### src/rtl/priv_legality_check.sv
module priv_legality_check #(
  parameter int XLEN = 32,
  parameter int CAUSE_W = 5,
  parameter logic [CAUSE_W-1:0] ILLEGAL_CAUSE = CAUSE_W'(2)
) (
  input  logic               clk,
  input  logic               rst_n,
  input  logic [2:0]         insn_class,
  input  logic [1:0]         priv,
  input  logic               tw_bit,
  input  logic               tvm_bit,
  input  logic               csr_fault,
  input  logic               csr_rmw,
  input  logic               src_is_x0,
  input  logic               irq_pending,
  input  logic [31:0]        insn_word,
  output logic               allow,
  output logic               halt_req,
  output logic               tlb_flush,
  output logic               illegal,
  output logic [CAUSE_W-1:0] exc_cause,
  output logic [XLEN-1:0]    trap_val,
  output logic               csr_rd_en,
  output logic               csr_wr_en
);
  localparam logic [1:0] LVL_S = 2'd1;
  localparam logic [1:0] LVL_M = 2'd3;

  logic in_m, in_s, multi, is_wfi, is_fence, is_csr;
  logic wfi_ok, fence_ok, trap_d, allow_d, flush_d, rd_d, wr_d;

  assign in_m     = (priv == LVL_M);
  assign in_s     = (priv == LVL_S);
  assign multi    = (insn_class & (insn_class - 3'd1)) != 3'd0;
  assign is_wfi   = insn_class[0] & ~multi;
  assign is_fence = insn_class[1] & ~multi;
  assign is_csr   = insn_class[2] & ~multi;

  assign wfi_ok   = in_m | (in_s & ~tw_bit);
  assign fence_ok = in_m | (in_s & ~tvm_bit);

  assign trap_d  = multi | (is_wfi & ~wfi_ok) | (is_fence & ~fence_ok) | (is_csr & csr_fault);
  assign allow_d = (is_wfi & wfi_ok) | (is_csr & ~csr_fault);
  assign flush_d = is_fence & fence_ok;
  assign rd_d    = is_csr & ~csr_fault;
  assign wr_d    = rd_d & ~(csr_rmw & src_is_x0);

  always_ff @(posedge clk or negedge rst_n) begin
    if (!rst_n) begin
      allow     <= 1'b0;
      tlb_flush <= 1'b0;
      illegal   <= 1'b0;
      exc_cause <= '0;
      trap_val  <= '0;
      csr_rd_en <= 1'b0;
      csr_wr_en <= 1'b0;
      halt_req  <= 1'b0;
    end else begin
      allow     <= allow_d;
      tlb_flush <= flush_d;
      illegal   <= trap_d;
      exc_cause <= trap_d ? ILLEGAL_CAUSE : '0;
      csr_rd_en <= rd_d;
      csr_wr_en <= wr_d;
      if (trap_d)
        trap_val <= XLEN'(insn_word);
      if (irq_pending)
        halt_req <= 1'b0;
      else if (is_wfi & wfi_ok)
        halt_req <= 1'b1;
    end
  end
endmodule

### config.mk
export PLATFORM = sky130hd
export DESIGN_NAME = priv_legality_check
export DESIGN_NICKNAME = d
export VERILOG_FILES = /design/src/rtl/priv_legality_check.sv
export SDC_FILE = /design/constraint.sdc
export NUM_CORES = 1
export LEC_CHECK = 0
export ABC_AREA = 1
export CAP_MARGIN = 20
export CORE_ASPECT_RATIO = 1.75
export CORE_MARGIN = 2
export CORE_UTILIZATION = 42
export CTS_BUF_LIST = sky130_fd_sc_hd__clkbuf_16
export DETAILED_ROUTE_END_ITERATION = 6
export GPL_TIMING_DRIVEN = 0
export PLACE_DENSITY = 0.85
export SYNTH_ARGS = -nofsm -noshare
export SYNTH_HDL_FRONTEND = slang
export SYNTH_SLANG_ARGS = --single-unit
### constraint.sdc
create_clock -name clk -period 1.1 [get_ports clk]
set_clock_uncertainty 0.05 [all_clocks]
set_input_delay 0.11 -clock clk [delete_from_list [all_inputs] [get_ports clk]]
set_output_delay 0.11 -clock clk [all_outputs]
set_load 0.01 [all_outputs]
==> results by group, run 1 <==
Setup path
  – CP cell instances: dlygate4sd2_1
  – CP max FO: 2
  – FF-to-FF End: trap_val[5]$_DFFE_PN0P_
  – CP peak stage delay: 0.37 ns
  – Crit Reg-Reg Startpoint: trap_val[5]$_DFFE_PN0P_
  – Buf+Inv Stages, Crit Path: 1
  – R2R Setup Slk: 0.38 ns
  – Crit Path Class: flip-flop to primary output
  – Worst Reg-to-Reg Cells: 2
  – Worst setup SP type: flip-flop
  – Crit path required time: 0.94 ns
  – Worst path depth: 1
  – CP arrival: 0.91 ns
  – Worst path slowest cell: dfrtp_1
  – Delay-heaviest family, CP: flip-flops
  – Crit path capture type: primary output

Power and ir drop
  – Leak pwr: 1.46 nW
  – Total power: 3.94 mW
  – Pwr per Cell Area: 1390 nW/um^2
  – Max VDD drop: 1050 uV

Yosys
  – Yosys top cell by area: dfrtp_1
  – Post-Synth Adder-Cell Area: 0%
  – Number of synthesized register bits: 38
  – Mapped cell area: 1640 um^2
  – Mean Syn Cell Area: 9.11 um^2
  – Mapped Cells: 180
  – Yosys top cell area share: 58.0%
  – Simple-gate area share of the yosys netlist: 32.2%
  – Post-Synth XOR/XNOR Area: 0%
  – Top cells by area, synth: dfrtp_1, nand2_1, nand4_1
  – Mux cell area share after synthesis: 0%
  – Largest family of logic cells by synthesized area: simple AND/OR/NAND/NOR gates
  – Yosys Warn Count: 0
  – Synth cell types: 17
  – Seq/Total Area, Yosys: 58.0%
  – Synth Area in Compound Gates: 1.60%

Timing
  – Final Hold Fails: 38
  – Final hold slack: -0.108 ns
  – FMAX: 931 MHz
  – PnR worst setup slack: 0.0255 ns
  – Setup violators final: 0
  – Headroom to the max-slew limit: 42.4%
  – Worst-margin pin slew: 0.864 ns
  – Min cycle time layout: 1.07 ns
  – Fin. max-slew vios: 0
  – Total Neg Setup Slack: 0 ns
  – Period utilization: 97.7%

Status
  – Failing checks: hold timing
  – Status: finished, violations left

Drt
  – DR DRC count: 0
  – Total number of vias: 1644
  – First drt pass iteration count: 4
  – Post-DRT Antenna Nets: 0
  – Drt total wl: 4530 um
  – DR WL/cell: 13.5 um
  – Via density: 4.89
  – Starting DRT DRC Count: 20

Hold path
  – Type of the most critical hold path: input pin to async pin

Global route
  – Initial antenna violation count: 0
  – Total grt overflow: 0
  – Total track usage: 20.9%
  – Global-route wire length before repair: 7040 um
  – Largest net degree at the start of global routing: 39
  – Vias in the first global route: 1526

Placed design
  – Port bufs: 83
  – DP Cell Count: 314
  – GPL Wtd Cong: 0.768
  – Final HPWL DP: 3050 um
  – Post-place setup slack: -0.656 ns
  – Post-DP Area: 2540 um^2

Final layout
  – Commonest non-fill, non-tap cell in the layout: nand2_1
  – Finished layout cell area: 2850 um^2
  – Final non-filler cell total: 336
  – Ant. Diodes: 0
  – Fin util: 74.3%
  – Final #Nets: 332
  – Layout cells sized above 1: 20.8%
  – Layout area overhead: 73.5%
  – Most frequent cells in the layout: nand2_1, dfrtp_1, clkdlybuf4s50_1, clkdlybuf4s15_1, nand4_1

Clock network
  – Clk sink count: 38
  – CTS tree: built
  – Clock slew at reported path FFs: 0.05 ns
  – Clock buffer count from CTS: 5
  – Clock buffer depth: 2
  – Clk_lat worst skew: 0.28 ns
  – H-tree levels: 2
  – Root Buffer: clkbuf_16

Die
  – Die span in x: 51.2 um
  – Die area: 4440 um^2
  – Core area: 3830 um^2
  – Initial core utilization: 42.8%
  – Std-Cell Rows: 30
  – Top Ports: 88
  – Die extent in y: 86.7 um

Flow run
  – Max_cap viols: 0
Yosys cell counts (all sizes together):
library cell	number
a21oi	3
buf	17
conb	1
dfrtp	38
inv	7
nand2	75
nand3	3
nand4	32
nor2	2
nor3	1
nor4	1
where the power goes:
part	total [mW]	switching, mW	internal, mW	leakage, nW
Combinational	0.952	0.438	0.514	0.922
Clock	1.35	0.527	0.819	0.0724
Sequential	1.64	0.0866	1.56	0.464
metal layers:
metal / wire (um) / vias up / global-route usage, %
met5: 0 / - / 0
met4: 77 / 0 / 9.33
met3: 194 / 7 / 3.62
met2: 2540 / 55 / 37.8
met1: 1720 / 780 / 23.5
li1: - / 802 / -
sequential cells by signal, summed over array words and instances (netlist names):
register,cells
allow,1
csr_rd_en,1
csr_wr_en,1
exc_cause,1
halt_req,1
tlb_flush,1
trap_val,32
cells by family (layout without fill, tap and decap cells):
logic type | count (synthesis) | in the layout
simple gates | 114 | 114
flops | 38 | 38
buf+inv | 24 | 129
compound gates | 3 | 3
other cells | 1 | 4
worst max path at each step:
stage | start | end | slack [ns]
6_report | exc_cause[1]$_DFF_PN0_ | illegal | 0.03
5_1_grt | insn_class[2] | trap_val[0]$_DFFE_PN0P_ | -0.006
4_1_cts | insn_class[1] | trap_val[1]$_DFFE_PN0P_ | -0.003
3_5_place_dp | insn_class[2] | trap_val[1]$_DFFE_PN0P_ | -0.66
3_3_place_gp | rst_n | trap_val[26]$_DFFE_PN0P_ | -0.98
2_1_floorplan | insn_class[1] | trap_val[0]$_DFFE_PN0P_ | 0.09
what timing repair did:
item	in CTS	in global routing
hold endpoints to repair	38	39
gates resized for setup	87	34
gates cloned	1	2
setup buffers	4	7
setup endpoints to repair	72	50
pin swaps	6	5
cell type report:
type	instances	area, um^2
tap	48	60.1
clock inverter	3	12.5
sequential	38	951
fill	313	983
multi-input combinational	121	612
inverter	7	26.3
timing repair buffer	98	936
buffer	16	123
clock buffer	5	125
Note: power is estimated with default switching activity, not from simulation.
==> run 2, diff against run 1 <==
--- a/config.mk
+++ b/config.mk
@@ -9,11 +9,11 @@
 export CAP_MARGIN = 20
 export CORE_ASPECT_RATIO = 1.75
 export CORE_MARGIN = 2
-export CORE_UTILIZATION = 42
+export CORE_UTILIZATION = 39
 export CTS_BUF_LIST = sky130_fd_sc_hd__clkbuf_16
 export DETAILED_ROUTE_END_ITERATION = 6
 export GPL_TIMING_DRIVEN = 0
-export PLACE_DENSITY = 0.85
+export PLACE_DENSITY = 0.8
 export SYNTH_ARGS = -nofsm -noshare
 export SYNTH_HDL_FRONTEND = slang
 export SYNTH_SLANG_ARGS = --single-unit
==> constraint.sdc (replaced) <==
create_clock -name clk -period 1.2 [get_ports clk]
set_clock_uncertainty 0.05 [all_clocks]
set_input_delay 0.12 -clock clk [delete_from_list [all_inputs] [get_ports clk]]
set_output_delay 0.12 -clock clk [all_outputs]
set_load 0.01 [all_outputs]
==> run 2 against run 1 <==
Against the previous run:
- the flow now finishes without violations
- power decreased by 11%
- flip-flop and latch count unchanged
- clock power down 13%
- worst hold slack improved by 0.13 ns
- die area grew 7.2%
- global-route usage shrank 2.1 points
==> results by group, run 2 (synthesis results as in run 1) <==
Clock network
  – Clock buffer depth: 2 (unchanged)
  – Clock buffer count from CTS: 5 (unchanged)
  – Root Buffer: clkbuf_16
  – CTS tree: built
  – Clock slew at reported path FFs: 0.05 ns (about the same)
  – H-tree levels: 2 (unchanged)
  – Clk sink count: 38 (unchanged)
  – Clk_lat worst skew: 0.27 ns (about the same)

Setup path
  – Crit path required time: 1.03 ns (+0.09 ns)
  – CP max FO: 2 (unchanged)
  – Worst setup SP type: flip-flop
  – Crit path capture type: primary output
  – R2R Setup Slk: 0.49 ns (+0.11 ns)
  – Crit Path Class: flip-flop to primary output
  – CP arrival: 0.98 ns (+0.07 ns)

Drt
  – Drt total wl: 4410 um (-2.7%)
  – DR WL/cell: 13.4 um (-0.62%)
  – Total number of vias: 1552 (-5.6%)
  – First drt pass iteration count: 4 (unchanged)
  – Starting DRT DRC Count: 26 (+30%)
  – DR DRC count: 0 (unchanged)
  – Via density: 4.72 (-3.6%)
  – Post-DRT Antenna Nets: 0 (unchanged)

Die
  – Initial core utilization: 40.3% (-2.6 points)
  – Core area: 4070 um^2 (+6.4%)
  – Die span in x: 53.0 um (+3.5%)
  – Die extent in y: 89.8 um (+3.6%)
  – Top Ports: 88 (unchanged)
  – Std-Cell Rows: 31 (+3.3%)
  – Die area: 4760 um^2 (+7.2%)

Placed design
  – Port bufs: 83 (unchanged)
  – Final HPWL DP: 3110 um (+1.8%)
  – Post-place setup slack: -0.547 ns (+0.108 ns)
  – DP Cell Count: 315 (+0.32%)
  – GPL Wtd Cong: 0.769 (about the same)

Status
  – Status: complete, no violations

Global route
  – Total track usage: 18.8% (-2.1 points)
  – Global-route wire length before repair: 6780 um (-3.7%)
  – Total grt overflow: 0 (unchanged)
  – Largest net degree at the start of global routing: 39 (unchanged)
  – Vias in the first global route: 1508 (-1.2%)
  – Initial antenna violation count: 0 (unchanged)

Timing
  – Headroom to the max-slew limit: 65.9% (+24 points)
  – FMAX: 867 MHz
  – Total Neg Setup Slack: 0 ns (unchanged)
  – Fin. max-slew vios: 0 (unchanged)
  – RSZ-0062 raised after global routing: false
  – Min cycle time layout: 1.15 ns
  – Worst-margin pin slew: 0.511 ns (-0.353 ns)
  – Setup violators final: 0 (unchanged)
  – PnR worst setup slack: 0.0460 ns (+0.0205 ns)
  – Final Hold Fails: 0 (-100%)
  – Period utilization: 96.2%

Power and ir drop
  – Pwr per Cell Area: 1260 nW/um^2 (-8.8%)
  – Total power: 3.50 mW (-11%)
  – Max VDD drop: 934 uV (-11%)
  – Leak pwr: 1.48 nW (+1.4%)

Final layout
  – Final #Nets: 325 (-2.1%)
  – Most frequent cells in the layout: nand2_1, dlygate4sd2_1, dfrtp_1, clkdlybuf4s50_1, nand4_1
  – Top reg by flops: trap_val
  – Final non-filler cell total: 329 (-2.1%)
  – Ant. Diodes: 0 (unchanged)
  – Commonest non-fill, non-tap cell in the layout: nand2_1
  – Layout cells sized above 1: 17.9% (-3.0 points)
  – Layout area overhead: 69.1%
  – Max reg flops: 32 (unchanged)

Hold path
  – Type of the most critical hold path: input pin to flip-flop

Flow run
  – Max_cap viols: 0 (unchanged)
[run 2: changes by cell type in the layout (fill, tap and decap cells not counted), sizes merged]
cell	delta
buf	-9
clkbuf	-2
clkdlybuf4s15	-31
clkdlybuf4s50	+1
clkinv	-2
dlygate4sd2	+33
dlymetal6s2s	+1
inv	+1
[run 2: timing repair]
action / in CTS / in global routing
gates cloned: 1 / 2
hold buffers: 1 / 0
buffers inserted: 1 / 3
hold endpoints to repair: 38 / 0
endpoints found under the setup margin: 72 / 70
gates resized for setup: 54 / 27
pin swaps: 3 / 4
[run 2: path summary, 6_finish.rpt]
path | start | to | depth (start not counted)
max in group asynchronous | rst_n | trap_val[0]$_DFFE_PN0P_ | 2
min in group asynchronous | rst_n | trap_val[14]$_DFFE_PN0P_ | 2
hold / removal | insn_class[0] | tlb_flush$_DFF_PN0_ | 2
hold reg to reg | halt_req$_DFFE_PN0P_ | halt_req$_DFFE_PN0P_ | 2
setup / recovery | exc_cause[1]$_DFF_PN0_ | exc_cause[1] | 2
setup reg to reg | trap_val[26]$_DFFE_PN0P_ | trap_val[26]$_DFFE_PN0P_ | 2
[run 2: area by class of cell]
class                   count  area [um^2]
clock inverters             2         7.51
repair buffers             91          868
fillers                   345         1300
multi-input cells         121          619
flip-flops and latches     38          951
plain buffers              16          115
inverters                   7         26.3
well taps                  49         61.3
clock buffers               5          125
[run 2: layer usage]
metal	up-vias	track usage, %	part of all wire, %
li1	793	-	-
met1	693	20.9	37
met2	58	33.1	56
met3	8	2.99	4.1
met4	0	8.76	2.6
met5	-	0	0
[run 2: critical path, stage by stage, from the launching register on]
cell             delay, ns
dfrtp_1               0.37
buf_4                 0.13
clkdlybuf4s15_1       0.22
[run 2: through the flow]
stage / hold WS (ns) / utilization, % / instance area (um^2)
2_1_floorplan: -0.226 / - / 1650
3_3_place_gp: 0.451 / 62.5 / 2540
3_5_place_dp: 0.211 / 62.3 / 2540
4_1_cts: 0.154 / 65.6 / 2670
5_1_grt: 0.0221 / 68.1 / 2770
6_report: 0.0261 / 68.1 / 2770
[run 2: power by group]
| part | switching [mW] | leakage (nW) | internal, mW | total (mW) |
|---|---|---|---|---|
| clock | 0.430 | 0.0723 | 0.741 | 1.17 |
| sequential | 0.0740 | 0.464 | 1.43 | 1.50 |
| combinational | 0.397 | 0.942 | 0.434 | 0.831 |
| total | 0.901 | 1.48 | 2.60 | 3.50 |
